File: src/rtl/exc_disp_pkg.sv
package exc_disp_pkg;
  localparam int N_IRQ  = 4;
  localparam int LVL_W  = 3;
  localparam int CODE_W = 8;
  localparam int OFF_W  = 14;
  localparam int SLOT   = 128;   // spacing of fixed vectors
  localparam int CALL_STRIDE_SH = 6;

  typedef enum logic [2:0] {
    CAUSE_RESET = 3'd0,
    CAUSE_MEMF  = 3'd1,
    CAUSE_UNAL  = 3'd2,
    CAUSE_OPC   = 3'd3,
    CAUSE_ARITH = 3'd4,
    CAUSE_FPDIS = 3'd5,
    CAUSE_CALL  = 3'd6,
    CAUSE_RSVD  = 3'd7
  } cause_e;
endpackage

File: src/rtl/irq_select.sv
module irq_select
  import exc_disp_pkg::*;
#(
  parameter int N        = N_IRQ,
  parameter int LW       = LVL_W,
  parameter int BASE_LVL = 3
) (
  input  logic [N-1:0]  req_i,
  input  logic [LW-1:0] lvl_i,
  input  logic          en_i,
  output logic [N-1:0]  gnt_o,
  output logic          any_o
);
  logic [N-1:0] acc;

  // line j is accepted up to level BASE_LVL+j
  for (genvar j = 0; j < N; j++) begin : g_acc
    localparam int THR = BASE_LVL + j;
    assign acc[j] = req_i[j] && (int'(lvl_i) <= THR);
  end

  logic [N-1:0] pick;
  always_comb begin
    pick = '0;
    for (int j = 0; j < N; j++) begin
      if (acc[j]) begin
        pick    = '0;
        pick[j] = 1'b1;
      end
    end
  end

  assign gnt_o = en_i ? pick : '0;
  assign any_o = |gnt_o;
endmodule

File: src/rtl/vec_calc.sv
module vec_calc
  import exc_disp_pkg::*;
#(
  parameter int N  = N_IRQ,
  parameter int CW = CODE_W,
  parameter int OW = OFF_W
) (
  input  logic          irq_take_i,
  input  logic [N-1:0]  gnt_i,
  input  cause_e        cause_i,
  input  logic [CW-1:0] code_i,
  output logic [OW-1:0] off_o
);
  localparam logic [OW-1:0] CALL_LO = OW'(32'h1000);
  localparam logic [OW-1:0] CALL_HI = OW'(32'h2000);

  logic [OW-1:0] irq_off, sync_off, call_off;

  always_comb begin
    irq_off = '0;
    for (int j = 0; j < N; j++)
      if (gnt_i[j]) irq_off = OW'((N - j) * SLOT);
  end

  assign call_off = (code_i[CW-1] ? CALL_HI : CALL_LO)
                  + (OW'(code_i[CW-2:0]) << CALL_STRIDE_SH);

  always_comb begin
    unique case (cause_i)
      CAUSE_RESET: sync_off = '0;
      CAUSE_CALL:  sync_off = call_off;
      CAUSE_RSVD:  sync_off = OW'(int'(CAUSE_OPC) + 4) * OW'(SLOT);
      default:     sync_off = OW'(int'(cause_i) + 4) * OW'(SLOT);
    endcase
  end

  assign off_o = irq_take_i ? irq_off : sync_off;
endmodule

File: src/rtl/disp_state.sv
module disp_state
  import exc_disp_pkg::*;
#(
  parameter int              PC_W     = 32,
  parameter logic [PC_W-1:0] RESET_PC = '0
) (
  input  logic            clk_i,
  input  logic            rst_ni,
  input  logic            take_i,
  input  logic            take_irq_i,
  input  logic [OFF_W-1:0] off_i,
  input  logic [PC_W-1:0] base_i,
  input  logic [CODE_W-1:0] code_i,
  input  logic            redir_valid_i,
  input  logic [PC_W-1:0] redir_pc_i,
  input  logic            adv_i,
  output logic [PC_W-1:0] pc_o,
  output logic            priv_o,
  output logic [PC_W-1:0] ret_o,
  output logic [CODE_W-1:0] err_o,
  output logic            taken_o
);
  localparam logic [PC_W-1:0] ALIGN_MASK = ~PC_W'(3);
  localparam logic [PC_W-1:0] INSN_BYTES = PC_W'(4);

  logic [PC_W-1:0] pc_q, ret_q;
  logic            priv_q, taken_q;
  logic [CODE_W-1:0] err_q;
  logic [PC_W-1:0] vec_pc;

  assign vec_pc = (base_i + PC_W'(off_i)) & ALIGN_MASK;

  always_ff @(posedge clk_i or negedge rst_ni) begin
    if (!rst_ni) begin
      pc_q    <= RESET_PC & ALIGN_MASK;
      priv_q  <= 1'b1;
      ret_q   <= '0;
      err_q   <= '0;
      taken_q <= 1'b0;
    end else if (take_i) begin
      ret_q   <= pc_q | PC_W'(priv_q);
      pc_q    <= vec_pc;
      priv_q  <= 1'b1;
      err_q   <= take_irq_i ? '0 : code_i;
      taken_q <= 1'b1;
    end else begin
      taken_q <= 1'b0;
      if (redir_valid_i) begin
        pc_q   <= redir_pc_i & ALIGN_MASK;
        priv_q <= redir_pc_i[0];
      end else if (adv_i) begin
        pc_q   <= pc_q + INSN_BYTES;
      end
    end
  end

  assign pc_o    = pc_q;
  assign priv_o  = priv_q;
  assign ret_o   = ret_q;
  assign err_o   = err_q;
  assign taken_o = taken_q;

  assert_enter_priv_R7: assert property (@(posedge clk_i) disable iff (!rst_ni)
    take_i |=> (priv_q && taken_q));
  assert_ret_addr_R7: assert property (@(posedge clk_i) disable iff (!rst_ni)
    take_i |=> (ret_q == ($past(pc_q) | PC_W'($past(priv_q)))));
  assert_taken_pulse_R7: assert property (@(posedge clk_i) disable iff (!rst_ni)
    !take_i |=> !taken_q);
  assert_pc_aligned_R10: assert property (@(posedge clk_i) disable iff (!rst_ni)
    pc_q[1:0] == 2'b00);
  assert_hold_R10: assert property (@(posedge clk_i) disable iff (!rst_ni)
    (!take_i && !redir_valid_i && !adv_i) |=> ($stable(pc_q) && $stable(priv_q)));
endmodule

File: src/rtl/exc_vector_dispatch.sv
module exc_vector_dispatch
  import exc_disp_pkg::*;
#(
  parameter int              PC_W     = 32,
  parameter logic [PC_W-1:0] RESET_PC = '0
) (
  input  logic              clk_i,
  input  logic              rst_ni,
  input  logic [LVL_W-1:0]  ipl_i,
  input  logic [N_IRQ-1:0]  irq_i,
  input  logic              exc_valid_i,
  input  logic [2:0]        exc_cause_i,
  input  logic [CODE_W-1:0] exc_code_i,
  input  logic [PC_W-1:0]   base_i,
  input  logic              redir_valid_i,
  input  logic [PC_W-1:0]   redir_pc_i,
  input  logic              adv_i,
  output logic [PC_W-1:0]   pc_o,
  output logic              priv_o,
  output logic [PC_W-1:0]   ret_addr_o,
  output logic [CODE_W-1:0] err_code_o,
  output logic              taken_o,
  output logic [N_IRQ-1:0]  irq_ack_o
);
  logic [N_IRQ-1:0] gnt;
  logic             irq_any, irq_en, take;
  logic [OFF_W-1:0] off;
  cause_e           cause;

  assign cause  = cause_e'(exc_cause_i);
  assign irq_en = !priv_o && !exc_valid_i;   // sync events first
  assign take   = exc_valid_i || irq_any;

  irq_select #(.N(N_IRQ), .LW(LVL_W), .BASE_LVL(3)) u_sel (
    .req_i (irq_i),
    .lvl_i (ipl_i),
    .en_i  (irq_en),
    .gnt_o (gnt),
    .any_o (irq_any)
  );

  vec_calc #(.N(N_IRQ), .CW(CODE_W), .OW(OFF_W)) u_vec (
    .irq_take_i (irq_any),
    .gnt_i      (gnt),
    .cause_i    (cause),
    .code_i     (exc_code_i),
    .off_o      (off)
  );

  disp_state #(.PC_W(PC_W), .RESET_PC(RESET_PC)) u_state (
    .clk_i         (clk_i),
    .rst_ni        (rst_ni),
    .take_i        (take),
    .take_irq_i    (irq_any),
    .off_i         (off),
    .base_i        (base_i),
    .code_i        (exc_code_i),
    .redir_valid_i (redir_valid_i),
    .redir_pc_i    (redir_pc_i),
    .adv_i         (adv_i),
    .pc_o          (pc_o),
    .priv_o        (priv_o),
    .ret_o         (ret_addr_o),
    .err_o         (err_code_o),
    .taken_o       (taken_o)
  );

  assign irq_ack_o = gnt;

  assert_no_irq_in_priv_R2: assert property (@(posedge clk_i) disable iff (!rst_ni)
    priv_o |-> (irq_ack_o == '0));
  assert_ack_requested_R3: assert property (@(posedge clk_i) disable iff (!rst_ni)
    (irq_ack_o & ~irq_i) == '0);
  assert_level7_masks_R3: assert property (@(posedge clk_i) disable iff (!rst_ni)
    (ipl_i == 3'd7) |-> (irq_ack_o == '0));
  assert_sync_first_R9: assert property (@(posedge clk_i) disable iff (!rst_ni)
    exc_valid_i |-> (irq_ack_o == '0));
  assert_ack_onehot_R11: assert property (@(posedge clk_i) disable iff (!rst_ni)
    $onehot0(irq_ack_o));
  assert_irq_err_zero_R8: assert property (@(posedge clk_i) disable iff (!rst_ni)
    (irq_ack_o != '0) |=> (err_code_o == '0 && priv_o));
  assert_mchk_wins_R4: assert property (@(posedge clk_i) disable iff (!rst_ni)
    (irq_i[3] && !priv_o && !exc_valid_i && ipl_i != 3'd7) |-> irq_ack_o[3]);
endmodule

File: config.mk
export PLATFORM = sky130hd
export DESIGN_NAME = exc_vector_dispatch
export DESIGN_NICKNAME = d
export VERILOG_FILES = /design/src/rtl/exc_disp_pkg.sv /design/src/rtl/irq_select.sv /design/src/rtl/vec_calc.sv /design/src/rtl/disp_state.sv /design/src/rtl/exc_vector_dispatch.sv
export SDC_FILE = /design/constraint.sdc
export NUM_CORES = 1
export LEC_CHECK = 0
export BUFFER_PORTS_ARGS = -buffer_cell sky130_fd_sc_hd__buf_2
export CAP_MARGIN = 5
export CORE_MARGIN = 1
export CORE_UTILIZATION = 52
export DETAILED_ROUTE_END_ITERATION = 16
export PLACE_DENSITY = 0.82
export SLEW_MARGIN = 20
export SYNTH_ARGS = -nofsm -noshare
export SYNTH_HDL_FRONTEND = slang
export SYNTH_HIERARCHICAL = 1
export SYNTH_SLANG_ARGS = --single-unit
File: constraint.sdc
create_clock -name clk_i -period 4.6 [get_ports clk_i]
set_clock_uncertainty 0.2 [all_clocks]
set_input_delay 0 -clock clk_i [delete_from_list [all_inputs] [get_ports clk_i]]
set_output_delay 0 -clock clk_i [all_outputs]
set_load 0.01 [all_outputs]
After elaboration in Yosys (flattened, before gate mapping)
Index checks and enable logic that the tools add are counted.
Operators by class
  add/subtract/negate cells: 4
  multipliers: 0
  divide/modulo/power cells: 0
  order comparisons: 4
  equal/unequal tests: 2
  shift operators: 0
  muxes and demuxes: 19
  bitwise logic cells: 1
  reduce and logical (&&, ||, !) cells: 12
Operator list (count)
  32-bit 2-to-1 mux: 3
  14-bit 2-to-1 mux: 5
  14-bit one-hot mux with 3 select lines: 1
  32-bit by 14-bit adder with 32-bit output: 1
  32-bit by 3-bit adder with 32-bit output (second input constant): 1
  32-bit by 1-bit bitwise OR with 32-bit output: 1
  14-bit by 13-bit adder with 14-bit output: 1
  10-bit 2-to-1 mux: 1
  3-bit less-or-equal comparator (second input constant): 3
  4-bit 2-to-1 mux: 2
  8-bit 2-to-1 mux: 1
  3-bit equality test (second input constant): 2
  1-bit logical AND: 5
  3-bit by 3-bit adder with 4-bit output (second input constant): 1
  1-bit 2-to-1 mux: 4
  4-bit OR reduction: 1
  3-bit by 2-bit less-or-equal comparator with 1-bit output (second input constant): 1
  3-bit zero test: 1
  3-bit 2-to-1 mux: 1
  3-bit nonzero test: 1
  1-bit zero test: 2
  2-bit 2-to-1 mux: 1
  2-bit nonzero test: 1
  1-bit logical OR: 1
Storage, ports and cells
  register bits after elaboration: 74
  latch bits: 0
  memory bits (writable): 0
  ROM bits: 0
  input bits: 87
  output and inout bits: 78
  logic and storage cells: 47
  memories kept: 0

Depth between registers and ports, before layout
Gate-level depths: netlist (run 1).
  depth after elaboration: 14
  gate-level depth with buffers: 14
  mapped depth without buffers: 13

Modules after synthesis
The synthesis (run 1) kept the hierarchy.
By module, submodules not included
  disp_state: instances 1, cells each 457, area an instance 4647.0 um^2, sequential area each 1778.0 um^2
  vec_calc: instances 1, cells each 33, area an instance 215.2 um^2, sequential area each 0.0 um^2
  irq_select: instances 1, cells each 15, area an instance 103.8 um^2, sequential area each 0.0 um^2
  exc_vector_dispatch: instances 1, cells each 2, area an instance 10.0 um^2, sequential area each 0.0 um^2

Worst setup path before layout (run 1)
OpenSTA, ideal clock, no wires.
  kind: reg-to-reg
  from: register u_state.priv_q, in the netlist u_state/priv_o
  to: register u_state.pc_q[20], in the netlist u_state/pc_o[20]
  library setup time: 0.111 ns
  data arrival time: 3.035 ns
  setup slack: 1.253 ns
  cell stages (with the launch flop): 13
  buffers on the path: 1
  period minus slack after synthesis: 3.347 ns
  cell sequence: dfstp_2 > nor2_1 > nand3_1 > o21ai_1 > buf_6 > or4b_4 > nor2_1 > ha_1 > a21oi_1 > o221a_4 > a21oi_1 > o21bai_1 > a2111oi_2
RTL lines
  start: declaration: RTL line disp_state.sv:27  | logic priv_q, taken_q;
  start signal: assignment: RTL line disp_state.sv:50  | priv_q <= redir_pc_i[0];
  1-bit zero test: RTL line exc_vector_dispatch.sv:31  | assign irq_en = !priv_o && !exc_valid_i;
  1-bit logical AND: RTL line exc_vector_dispatch.sv:31
  via irq_en: RTL line exc_vector_dispatch.sv:26  | logic irq_any, irq_en, take;
  4-bit 2-to-1 mux: RTL line irq_select.sv:33  | assign gnt_o = en_i ? pick : '0;
  4-bit OR reduction: RTL line irq_select.sv:34  | assign any_o = |gnt_o;
  via irq_any: RTL line exc_vector_dispatch.sv:26
  14-bit 2-to-1 mux: RTL line vec_calc.sv:37  | assign off_o = irq_take_i ? irq_off : sync_off;
  via off[13]: RTL line exc_vector_dispatch.sv:27  | logic [OFF_W-1:0] off;
  32-bit by 14-bit adder with 32-bit output: RTL line disp_state.sv:31  | assign vec_pc = (base_i + PC_W'(off_i)) & ALIGN_MASK;
  32-bit 2-to-1 mux: RTL line disp_state.sv:40  | end else if (take_i) begin
  end signal: assignment: RTL line disp_state.sv:35  | pc_q <= RESET_PC & ALIGN_MASK;
  end signal: assignment: RTL line disp_state.sv:42  | pc_q <= vec_pc;
  end signal: assignment: RTL line disp_state.sv:49  | pc_q <= redir_pc_i & ALIGN_MASK;
  end: declaration: RTL line disp_state.sv:26  | logic [PC_W-1:0] pc_q, ret_q;
The timed path passes the listed nets, and every way through them passes these cells.
A chain may end at the register's enable or synchronous reset.

Worst setup path in the final report (run 1)
  from: register u_state.priv_q, in the netlist u_state/priv_o
  to: register u_state.pc_q[25], in the netlist u_state/pc_o[25]
The elaborated chain is that of the path after synthesis.

==> reports/qor.txt, run 1 <==
==================================================================================
Lkg Pwr .............................................................     2.999 nW
Final critical-path share of the clock period .......................       0.9479
Crit Path Class ..................................................... register to register
Crit start category .................................................     register
Detailed-route via count ............................................        4,940
Cell area after synthesis ...........................................    4976 um^2
Required time at the worst-slack endpoint ...........................      4640 ps
Dpl hpwl ............................................................      9903 um
Floorplan die width .................................................     99.82 um
Min cycle time layout ...............................................      4360 ps
Drt first pass iters ................................................            5
Wire length per cell after detailed routing .........................     16.89 um
Yosys synthesis warning count .......................................            6
Slowest cell on the critical path ................................... dlygate4sd3_1
Initial antenna violation count .....................................            0
Biggest fanout along the worst timing path ..........................           12
CP arrival ..........................................................      4400 ps
Filler Cell Count ...................................................          679
Number of cell rows .................................................           35
Starting density of the core ........................................       0.5385
Start of the worst register-to-register path ........................ u_state/priv_o
Post-synthesis adder-cell area fraction .............................      0.03772
Global-route wire length before repair ..............................    23,040 um
Max cap viols .......................................................            0
P per Cell Area ..................................................... 311.0 nW/um^2
Async set-reset flop share out of synthesis .........................        1.000
Global route overflow ...............................................            0
Post-layout net count ...............................................          823
Maximum number of pins on one net before global-route repair ........           72
Placer congestion estimate ..........................................       0.9171
Setup repair after global routing missed its margin .................           no
Vias in the first global route ......................................        4,781
Fraction of synthesized cell area taken by the top area cell type ...       0.3520
Die outline area ....................................................    9964 um^2
Later-pin clock latency in the skew report ..........................       350 ps
Worst Setup Slack, final ............................................     239.6 ps
Run status ..........................................................    completed
Count of inserted antenna diode cells ...............................            0
Drt total wl ........................................................    14,440 um
Sequential share of the synthesized area ............................       0.3573
CTS Buf Count .......................................................            9
Xor-xnor portion of the synthesized cell area .......................      0.07569
# Post-CTS Setup Buffers ............................................            0
Post-synthesis instance total .......................................          507
Achievable clock frequency ..........................................    229.3 MHz
Min-delay worst type ................................................ input pin to register
Number of vias per cell after detailed routing ......................        5.778
Clock Tree Root .....................................................     clkbuf_8
I/O pin count .......................................................          165
P&R area growth vs syn ..............................................       33.89%
Setup violators final ...............................................            0
Endpoint class of the critical path .................................     register
Final hold vios .....................................................            0
Buffer depth of the longest clock path ..............................            2
Beginning of the worst hold path ....................................     irq_i[1]
Area contributors post-synth ........................................ dfrtp_1 35%, mux2_2 7.9%, xnor2_1 4.9%, ha_1 3.8%, mux2i_1 3.4%
VDD IR-drop max .....................................................    0.1824 mV
CTS tree ............................................................        built
Share of final-layout standard cells stronger than drive strength 1 .       0.3375
Number of clock sinks seen by CTS ...................................           71
Setup slack after placement .........................................     784.9 ps
Fraction of synthesized area in multiplexers ........................       0.1134
Compound-Gate Fraction of Synth Area ................................       0.1775
Clock-pin slew on the worst setup and hold paths ....................        80 ps
Count of port buffers added during placement ........................          160
First DRT Iteration DRCs ............................................          346
Largest family of logic cells by synthesized area ................... simple AND/OR/NAND/NOR gates
Y dimension of the die ..............................................     99.82 um
Number of H-tree levels .............................................            3
Number of nets still failing antenna checks after routing ...........            0
Tightest slew margin relative to the limit ..........................       0.4012
Overall track demand over capacity in global routing ................       0.2945
Area of all placed cells without fillers ............................    6663 um^2
Cell-by-cell trace of the critical path ............................. nor2_1 > nand3_1 > o21ai_4 > or4b_4 > nor2_1 > ha_1 > a21oi_1 > o221a_4 > nand2_1 > nand4b_1 > dlygate4sd3_1 > nand3_1 > dlygate4sd3_1
Residual DRC count ..................................................            0
Core box area .......................................................    9240 um^2
Number of flip-flops and latches in the synthesized netlist .........           71
Number of pins exceeding their max-slew limit in the final report ...            0
Placed cell area ....................................................    5768 um^2
Avg Synthesized Cell Area ...........................................   9.815 um^2
Slowest Stage Delay on Critical Path ................................       570 ps
Actual slew at the worst max-slew pin ...............................     896.9 ps
Most common flop cell mapped by yosys ...............................      dfrtp_1
Post-synthesis cell type count ......................................           81
EDFF count, synth ...................................................            0
Area leader, netlist ................................................      dfrtp_1
CP startpoint ....................................................... u_state/priv_o
Synthesized-area fraction occupied by and/or/nand/nor cells .........       0.1825
Total negative slack ................................................         0 ps
==================================================================================
power breakdown:
group | switching (W) | internal (W)
Sequential | 0.000112 | 0.000731
Clock | 0.000247 | 0.000321
Combinational | 0.000335 | 0.000326
Total | 0.000695 | 0.00138
cells in the final DEF, fill, tap and decap left out, types with 10 or more instances in the layout:
cell | synthesis | final
inv_1 | 12 | 12
mux2i_1 | 17 | 17
xnor2_1 | 28 | 28
dfrtp_1 | 70 | 70
xor2_1 | 15 | 15
ha_1 | 15 | 15
nor2_1 | 23 | 23
o21ai_0 | 20 | 20
mux2_2 | 35 | 35
dlygate4sd3_1 | 0 | 66
buf_2 | 4 | 159
clkbuf_8 | 4 | 10
nand2_1 | 35 | 35
nor3_1 | 12 | 12
a21oi_1 | 29 | 29
nand4_1 | 17 | 17
nand3_1 | 22 | 22
synth_stat cells, types with 6 or more instances:
| library cell | count |
|---|---|
| dfrtp_1 | 70 |
| mux2_2 | 35 |
| nand2_1 | 35 |
| a21oi_1 | 29 |
| xnor2_1 | 28 |
| nor2_1 | 23 |
| nand3_1 | 22 |
| o21ai_0 | 20 |
| mux2i_1 | 17 |
| nand4_1 | 17 |
| ha_1 | 15 |
| xor2_1 | 15 |
| inv_1 | 12 |
| nor3_1 | 12 |
| clkbuf_1 | 10 |
| buf_4 | 9 |
| a21o_1 | 7 |
| a22o_1 | 7 |
| o21a_1 | 7 |
| a211oi_1 | 6 |
| and3_1 | 6 |
repair_timing:
action                                  4_1_cts  5_1_grt
endpoints found under the hold margin       109        0
endpoints found under the setup margin        0        4
hold buffers                                 66        0
resized for setup                             0        2
critical path, delay by kind of cell, from the launching register on:
kind	cells	cell delay, ps
buffers and inverters	2	1130
AO/OA/AOI/OAI	3	760
adder cells (fa/ha/maj)	1	280
AND/OR/NAND/NOR	7	1320
flip-flops	1	560
per-layer routing:
layer  track usage  wire [um]
met5             0          0
met4        0.1131        304
met3       0.06198       1295
met2        0.4902       6951
met1        0.3766       5888
logic make-up after synthesis:
group	after synthesis
simple gates	156
compound gates	121
flops	71
mux	52
buf+inv	47
xor+xnor	43
fa+ha+maj	15
other cells	2
flip-flops by register name (all words and copies together) (netlist names):
register,flops
u_state/err_o,8
u_state/priv_o,1
u_state/ret_o,31
u_state/pc_o,30
u_state/taken_o,1
path summary, 6_finish.rpt:
check,endpoint,slack (ps),cells after the start
setup / recovery,u_state/pc_o[25],240,13
hold / removal,u_state/err_o[6],5,4
hold reg to reg,u_state/err_o[6],290,1
setup reg to reg,u_state/pc_o[25],240,13
max in group asynchronous,u_state/pc_o[4],3500,2
min in group asynchronous,u_state/ret_o[28],120,2
cell type report:
type,count,area (um^2),share of cell area
clock inverter,5,81.33,0.01221
inverter,15,56.30,0.008451
tap,129,161.4,0.02423
timing repair buffer,228,1479,0.2220
multi-input combinational,396,2965,0.4451
sequential,71,1778,0.2669
clock buffer,11,141.4,0.02122
per-stage QoR:
stage	hold slack (ps)	power [W]	util	instances
after floorplan	-495.6	0.001200	-	514
after global placement	-23.15	0.001413	0.6242	773
after detailed placement	-16.67	0.001435	0.6242	773
after CTS	8.901	0.002064	0.7198	855
after global routing	44.36	0.002184	0.7211	855
final	5.486	0.002072	0.7211	855
(Power assumes the default switching activity.)
==> run 2, diff against run 1 <==
--- a/config.mk
+++ b/config.mk
@@ -12,2 +12,3 @@
 export DETAILED_ROUTE_END_ITERATION = 16
+export HOLD_SLACK_MARGIN = 0.02
 export PLACE_DENSITY = 0.82
--- a/constraint.sdc
+++ b/constraint.sdc
@@ -4,2 +4,2 @@
 set_output_delay 0 -clock clk_i [all_outputs]
-set_load 0.01 [all_outputs]
+set_load 0.005 [all_outputs]
==> run 2 against run 1 <==
  * Combinational power is 5.7% lower
  * Cell area is 0.60% higher
  * Sequential share of layout area is 0.16 points lower
  * Worst setup slack better by 2.6 ps
  * Core utilization is 0.43 points higher
  * Sequential power hardly changed
  * Die area stayed put
  * Final cell count is 0.47% higher
  * Fmax hardly changed
  * Worst hold slack worse by 1.4 ps
  * Largest cell class unchanged
==> reports/qor.txt, run 2 (same netlist as run 1, synthesis figures left out) <==
==================================================================================
Run status ..........................................................    completed   unchanged
Most used cells in the layout excluding fill and tap cells .......... 159 x buf_2, 70 x dlygate4sd3_1, 70 x dfrtp_1   was 159 x buf_2, 70 x dfrtp_1, 66 x dlygate4sd3_1
Actual slew at the worst max-slew pin ...............................     895.4 ps   was 896.9 ps
I/O pin count .......................................................          165   unchanged
Global route overflow ...............................................            0   unchanged
Start of the worst register-to-register path ........................ u_state/priv_o   unchanged
CTS Buf Count .......................................................            9   unchanged
Number of H-tree levels .............................................            3   unchanged
Worst flop-to-flop path endpoint .................................... u_state/pc_o[25]   unchanged
Crit start category .................................................     register   unchanged
Clock-pin slew on the worst setup and hold paths ....................        80 ps   about the same
Overall track demand over capacity in global routing ................       0.2939   was 0.2945
Number of flip-flops under the largest register name ................           31   unchanged
Residual DRC count ..................................................            0   unchanged
Biggest fanout along the worst timing path ..........................           12   unchanged
P&R area growth vs syn ..............................................       34.70%   was 33.89%
VDD IR-drop max .....................................................    0.1811 mV   was 0.1824 mV
Setup violators final ...............................................            0   unchanged
# Post-CTS Setup Buffers ............................................            0   unchanged
Number of nets still failing antenna checks after routing ...........            0   unchanged
Post-layout net count ...............................................          827   was 823
Min-delay worst type ................................................ input pin to register   unchanged
Worst reg2reg path depth ............................................           13   unchanged
Wire length per cell after detailed routing .........................     16.89 um   about the same
Setup repair after global routing missed its margin .................           no   unchanged
Worst-case register-to-register setup slack .........................       240 ps   about the same
Number of vias per cell after detailed routing ......................        5.763   was 5.778
Min-Delay Endpoint .................................................. u_state/err_o[6]   unchanged
CTS tree ............................................................        built   unchanged
Final hold vios .....................................................            0   unchanged
Number of clock sinks seen by CTS ...................................           71   unchanged
Starting density of the core ........................................       0.5385   unchanged
Buffer depth of the longest clock path ..............................            2   unchanged
Slowest cell on the critical path ................................... dlygate4sd3_1   unchanged
Worst Setup Slack, final ............................................     242.2 ps   was 239.6 ps
Max cap viols .......................................................            0   unchanged
Number of cell rows .................................................           35   unchanged
Y dimension of the die ..............................................     99.82 um   unchanged
Crit Path Class ..................................................... register to register   unchanged
Clock Tree Root .....................................................     clkbuf_8   unchanged
Later-pin clock latency in the skew report ..........................       350 ps   about the same
Tightest slew margin relative to the limit ..........................       0.4022   was 0.4012
CP arrival ..........................................................      4400 ps   about the same
Min cycle time layout ...............................................      4358 ps   was 4360 ps
Leading cell type in the layout, fill and taps excluded .............        buf_2   unchanged
Cell-by-cell trace of the critical path ............................. nor2_1 > nand3_1 > o21ai_4 > or4b_4 > nor2_1 > ha_1 > a21oi_1 > o221a_4 > nand2_1 > nand4b_1 > dlygate4sd3_1 > nand3_1 > dlygate4sd3_1   unchanged
Filler Cell Count ...................................................          671   was 679
Final critical-path share of the clock period .......................       0.9474   was 0.9479
Floorplan die width .................................................     99.82 um   unchanged
Global-route wire length before repair ..............................    23,050 um   was 23,040 um
Die outline area ....................................................    9964 um^2   unchanged
Detailed-route via count ............................................        4,950   was 4,940
Core box area .......................................................    9240 um^2   unchanged
Required time at the worst-slack endpoint ...........................      4640 ps   about the same
Maximum number of pins on one net before global-route repair ........           72   unchanged
Lkg Pwr .............................................................     3.012 nW   was 2.999 nW
Initial antenna violation count .....................................            0   unchanged
First DRT Iteration DRCs ............................................          365   was 346
Endpoint class of the critical path .................................     register   unchanged
Total negative slack ................................................         0 ps   unchanged
Vias in the first global route ......................................        4,789   was 4,781
Slowest Stage Delay on Critical Path ................................       570 ps   about the same
Cell class contributing the biggest share of worst-path delay ....... simple AND/OR/NAND/NOR gates   unchanged
Drt total wl ........................................................    14,510 um   was 14,440 um
Placer congestion estimate ..........................................       0.9171   unchanged
Drt first pass iters ................................................            6   was 5
Count of cells along the worst hold path ............................            4   unchanged
Count of port buffers added during placement ........................          160   unchanged
Worst path bufs/invs ................................................            2   unchanged
Share of final-layout standard cells stronger than drive strength 1 .       0.3356   was 0.3375
Dpl hpwl ............................................................      9903 um   unchanged
Achievable clock frequency ..........................................    229.5 MHz   was 229.3 MHz
P per Cell Area ..................................................... 303.9 nW/um^2   was 311.0 nW/um^2
Count of inserted antenna diode cells ...............................            0   unchanged
Number of pins exceeding their max-slew limit in the final report ...            0   unchanged
Setup slack after placement .........................................     784.9 ps   unchanged
Beginning of the worst hold path ....................................     irq_i[1]   unchanged
==================================================================================
[run 2: area by class of cell]
type | instances | area (um^2) | share of cell area
clock inverter | 5 | 81.33 | 0.01213
tap | 129 | 161.4 | 0.02408
multi-input combinational | 396 | 2965 | 0.4424
sequential | 71 | 1778 | 0.2653
timing repair buffer | 232 | 1519 | 0.2266
inverter | 15 | 56.30 | 0.008400
clock buffer | 11 | 141.4 | 0.02109
[run 2: worst max-delay path by stage]
stage | from | end | slack [ps] | cells past startpoint
after floorplan | u_state/priv_o | u_state/pc_o[20] | 1280 | 12
after detailed placement | u_state/priv_o | u_state/pc_o[31] | 780 | 12
after CTS | u_state/priv_o | u_state/pc_o[26] | 60 | 14
final | u_state/priv_o | u_state/pc_o[25] | 240 | 13
after global routing | u_state/priv_o | u_state/pc_o[25] | 30 | 13
after global placement | u_state/priv_o | u_state/pc_o[31] | 880 | 12
[run 2: worst min-delay path, cell delays in order]
cell and delay (ps):
buf_2 110, nand3_1 150, o21ai_4 170, o2bb2ai_1 80
[run 2: power breakdown]
part	switching (W)	internal [W]
logic	0.000294	0.000329
clock network	0.000250	0.000321
registers	0.000113	0.000731
total	0.000656	0.00138
[run 2: stage by stage]
step	util	hold WS (ps)	instance area, um^2	total power [W]	std cells
CTS	0.7242	20.99	6691	0.002025	859
detailed placement	0.6242	-16.67	5768	0.001390	773
finish	0.7254	4.078	6703	0.002037	859
global route	0.7254	44.36	6703	0.002145	859
global placement	0.6242	-23.15	5768	0.001368	773
floorplan	-	-495.6	5002	0.001157	514
[run 2: per-layer routing]
layer,up-vias,share of wire,GRT usage
li1,2306,-,-
met1,2332,0.41,0.3726
met2,278,0.49,0.4934
met3,34,0.086,0.06616
met4,0,0.017,0.1052
met5,-,0,0
[run 2: timing repair]
item,CTS,global route
resized for setup,0,2
endpoints found under the hold margin,109,0
hold buffers,70,0
setup endpoints to repair,0,5
==> run 3, diff against run 2 <==
- CORE_MARGIN: 1 -> 1.5
- CORE_UTILIZATION: 52 -> 46
- PLACE_DENSITY: 0.82 -> 0.78
- SYNTH_HIERARCHICAL: 1 -> not set
- clock period: 4.6 -> 3.5 ns (I/O delays scaled with it)
==> run 3 against run 2 <==
  * Critical path depth is 1 lower
  * Via count fell by 11%
  * Core utilization down 6.1 points
  * Area after synthesis fell by 8.8%
  * Clock power up 27%
  * Routed wire length shrank 8.2%
  * Final cell count decreased by 3.5%
  * First-iteration DRC count decreased by 61%
  * Worst hold slack improved by 28 ps
  * Critical path type unchanged
  * Largest cell class unchanged
==> reports/qor.txt, run 3 <==
==================================================================================
I/O pin count .......................................................          165   unchanged
Count of cells along the worst hold path ............................            5   was 4
Number of cell rows .................................................           36   was 35
Vias in the first global route ......................................        4,386   was 4,789
Min-delay worst type ................................................ input pin to register   unchanged
Area leader, netlist ................................................      dfrtp_1   unchanged
Post-layout net count ...............................................          789   was 827
Min cycle time layout ...............................................      3339 ps   was 4358 ps
CTS Buf Count .......................................................            9   unchanged
Worst Setup Slack, final ............................................     161.3 ps   was 242.2 ps
Detailed-route via count ............................................        4,407   was 4,950
Achievable clock frequency ..........................................    299.5 MHz   was 229.5 MHz
Floorplan die width .................................................     102.4 um   was 99.82 um
Async set-reset flop share out of synthesis .........................        1.000   unchanged
Number of cells in the design after placement .......................          739   was 773
Dpl hpwl ............................................................      9096 um   was 9903 um
Required time at the worst-slack endpoint ...........................      3520 ps   was 4640 ps
Buffer depth of the longest clock path ..............................            2   unchanged
Biggest fanout along the worst timing path ..........................            7   was 12
Post-synthesis instance total .......................................          456   was 507
Y dimension of the die ..............................................     102.4 um   was 99.82 um
Crit path capture ................................................... u_state.pc_o[15]   was u_state/pc_o[25]
Placer congestion estimate ..........................................       0.8933   was 0.9171
Yosys synthesis warning count .......................................            0   was 6
Most common flop cell mapped by yosys ...............................      dfrtp_1   unchanged
Drt total wl ........................................................    13,310 um   was 14,510 um
Non-filler cells in the finished layout .............................          829   was 859
Crit Path Class ..................................................... register to register   unchanged
Die outline area ....................................................  10,480 um^2   was 9964 um^2
First DRT Iteration DRCs ............................................          143   was 365
Number of vias per cell after detailed routing ......................        5.316   was 5.763
Fraction of synthesized cell area taken by the top area cell type ...       0.3858   was 0.3520
Worst flop-to-flop path endpoint .................................... u_state.pc_o[15]   was u_state/pc_o[25]
Number of flip-flops and latches in the synthesized netlist .........           71   unchanged
Setup slack after placement .........................................     71.14 ps   was 784.9 ps
Share of final-layout standard cells stronger than drive strength 1 .       0.3405   was 0.3356
Later-pin clock latency in the skew report ..........................       360 ps   was 350 ps
Clock Tree Root .....................................................     clkbuf_8   unchanged
Total negative slack ................................................         0 ps   unchanged
Final critical-path share of the clock period .......................       0.9539   was 0.9474
Count of port buffers added during placement ........................          158   was 160
Global route overflow ...............................................            0   unchanged
Endpoint class of the critical path .................................     register   unchanged
Worst reg2reg path depth ............................................           12   was 13
P&R area growth vs syn ..............................................       41.80%   was 34.70%
Number of clock sinks seen by CTS ...................................           71   unchanged
Max cap viols .......................................................            0   unchanged
Maximum number of pins on one net before global-route repair ........           72   unchanged
VDD IR-drop max .....................................................    0.1845 mV   was 0.1811 mV
Starting density of the core ........................................       0.4689   was 0.5385
Worst path bufs/invs ................................................            2   unchanged
Leading cell type in the layout, fill and taps excluded .............        buf_2   unchanged
Initial antenna violation count .....................................            0   unchanged
Cell-by-cell trace of the critical path ............................. nor2_1 > a21boi_1 > buf_4 > nor2_1 > ha_1 > a21oi_1 > nand2_1 > o2111ai_2 > buf_4 > a21boi_0 > xnor2_1 > mux2i_1   was nor2_1 > nand3_1 > o21ai_4 > or4b_4 > nor2_1 > ha_1 > a21oi_1 > o221a_4 > nand2_1 > nand4b_1 > dlygate4sd3_1 > nand3_1 > dlygate4sd3_1
Clock-pin slew on the worst setup and hold paths ....................        80 ps   about the same
Run status ..........................................................    completed   unchanged
Residual DRC count ..................................................            0   unchanged
Cell class contributing the biggest share of worst-path delay ....... compound AO/OA/AOI/OAI gates   was simple AND/OR/NAND/NOR gates
Cell area after synthesis ...........................................    4541 um^2   was 4976 um^2
Number of nets still failing antenna checks after routing ...........            0   unchanged
P per Cell Area ..................................................... 397.0 nW/um^2   was 303.9 nW/um^2
CP startpoint ....................................................... u_state.priv_o   was u_state/priv_o
Number of flip-flops under the largest register name ................           31   unchanged
Hold Slack ..........................................................     32.43 ps   was 4.078 ps
Tightest slew margin relative to the limit ..........................       0.3082   was 0.4022
Count of inserted antenna diode cells ...............................            0   unchanged
Start of the worst register-to-register path ........................ u_state.priv_o   was u_state/priv_o
Worst-case register-to-register setup slack .........................       160 ps   was 240 ps
Global-route wire length before repair ..............................    20,680 um   was 23,050 um
Crit start category .................................................     register   unchanged
Most used cells in the layout excluding fill and tap cells .......... 157 x buf_2, 74 x dlygate4sd3_1, 70 x dfrtp_1   was 159 x buf_2, 70 x dlygate4sd3_1, 70 x dfrtp_1
Library cell with the highest instance count after synthesis ........      dfrtp_1   unchanged
Number of H-tree levels .............................................            3   unchanged
Core box area .......................................................    9684 um^2   was 9240 um^2
Number of pins exceeding their max-slew limit in the final report ...            0   unchanged
CP arrival ..........................................................      3360 ps   was 4400 ps
Overall track demand over capacity in global routing ................       0.2574   was 0.2939
Path length in cells of the critical path ...........................           12   was 13
EDFF count, synth ...................................................            0   unchanged
Sequential share of the synthesized area ............................       0.3916   was 0.3573
Wire length per cell after detailed routing .........................     16.06 um   was 16.89 um
Most frequent cells after synthesis ................................. 70 x dfrtp_1, 42 x nand2_1, 39 x nor2_1   was 70 x dfrtp_1, 35 x mux2_2, 35 x nand2_1
# Post-CTS Setup Buffers ............................................            0   unchanged
Slowest cell on the critical path ...................................    o2111ai_2   was dlygate4sd3_1
Avg Synthesized Cell Area ...........................................   9.957 um^2   was 9.815 um^2
Setup repair after global routing missed its margin .................           no   unchanged
Area contributors post-synth ........................................ dfrtp_1 39%, mux2_2 9.2%, mux2i_1 8.2%, xnor2_1 5.2%, xor2_1 4.4%   was dfrtp_1 35%, mux2_2 7.9%, xnor2_1 4.9%, ha_1 3.8%, mux2i_1 3.4%
CTS tree ............................................................        built   unchanged
Actual slew at the worst max-slew pin ...............................      1038 ps   was 895.4 ps
Final hold vios .....................................................            0   unchanged
Filler Cell Count ...................................................          781   was 671
Setup violators final ...............................................            0   unchanged
Post-synthesis cell type count ......................................           57   was 81
Slowest Stage Delay on Critical Path ................................       400 ps   was 570 ps
Lkg Pwr .............................................................     3.027 nW   was 3.012 nW
Drt first pass iters ................................................            4   was 6
==================================================================================
-- run 3: worst reg2reg max path: stages (launching register included) --
cell,delay (ps)
dfstp_2,390
nor2_1,230
a21boi_1,380
buf_4,220
nor2_1,50
ha_1,340
a21oi_1,250
nand2_1,120
o2111ai_2,400
buf_4,230
a21boi_0,120
xnor2_1,170
mux2i_1,100
-- run 3: metrics by stage --
stage / power [W] / util / cell area [um^2]
2_1_floorplan: 0.001443 / - / 4548
3_3_place_gp: 0.001724 / 0.5655 / 5477
3_5_place_dp: 0.001754 / 0.5655 / 5477
4_1_cts: 0.002560 / 0.6632 / 6422
5_1_grt: 0.002698 / 0.6649 / 6439
6_report: 0.002556 / 0.6649 / 6439
-- run 3: repair_timing --
item | in CTS | in global routing
gates resized for setup | 0 | 5
hold buffers | 74 | 0
endpoints found under the hold margin | 109 | 0
endpoints found under the setup margin | 0 | 18
-- run 3: worst min-delay path by stage --
stage | slack [ps] | endpoint | startpoint
2_1_floorplan | -500 | u_state.err_o[0] | rst_ni
3_3_place_gp | -20 | u_state.ret_o[27] | rst_ni
3_5_place_dp | -5 | u_state.ret_o[26] | rst_ni
4_1_cts | 40 | u_state.pc_o[11] | base_i[11]
5_1_grt | 60 | u_state.pc_o[11] | base_i[11]
6_report | 30 | u_state.pc_o[11] | base_i[11]
-- run 3: cells by family after synthesis --
| group | Yosys count | share of synthesized area |
|---|---|---|
| simple gates | 150 | 0.1744 |
| mux | 74 | 0.1733 |
| flops | 71 | 0.3916 |
| compound gates | 66 | 0.09783 |
| xor+xnor | 50 | 0.09645 |
| buf+inv | 33 | 0.03362 |
| fa+ha+maj | 11 | 0.03196 |
| other cells | 1 | 0.0008259 |
-- run 3: power by group --
part,total (W),internal [W],switching [W]
clock network,0.000722,0.000400,0.000322
registers,0.00109,0.000961,0.000130
logic,0.000744,0.000413,0.000331
-- run 3: routing by layer --
layer  GRT usage  part of all wire  up-vias
met2      0.4437              0.50      162
met1      0.3105              0.42     2116
met5           0                 0        -
li1            -                 -     2083
met4      0.1075             0.032        0
met3     0.05746             0.046       46
-- run 3: cell type report --
class	instances	area, um^2	area share
Clock inverter	4	70.07	0.01088
Sequential cell	71	1778	0.2761
Inverter	14	52.55	0.008162
Multi-Input combinational cell	354	2635	0.4093
Tap cell	133	166.4	0.02585
Timing Repair Buffer	241	1602	0.2487
Clock buffer	12	135.1	0.02099
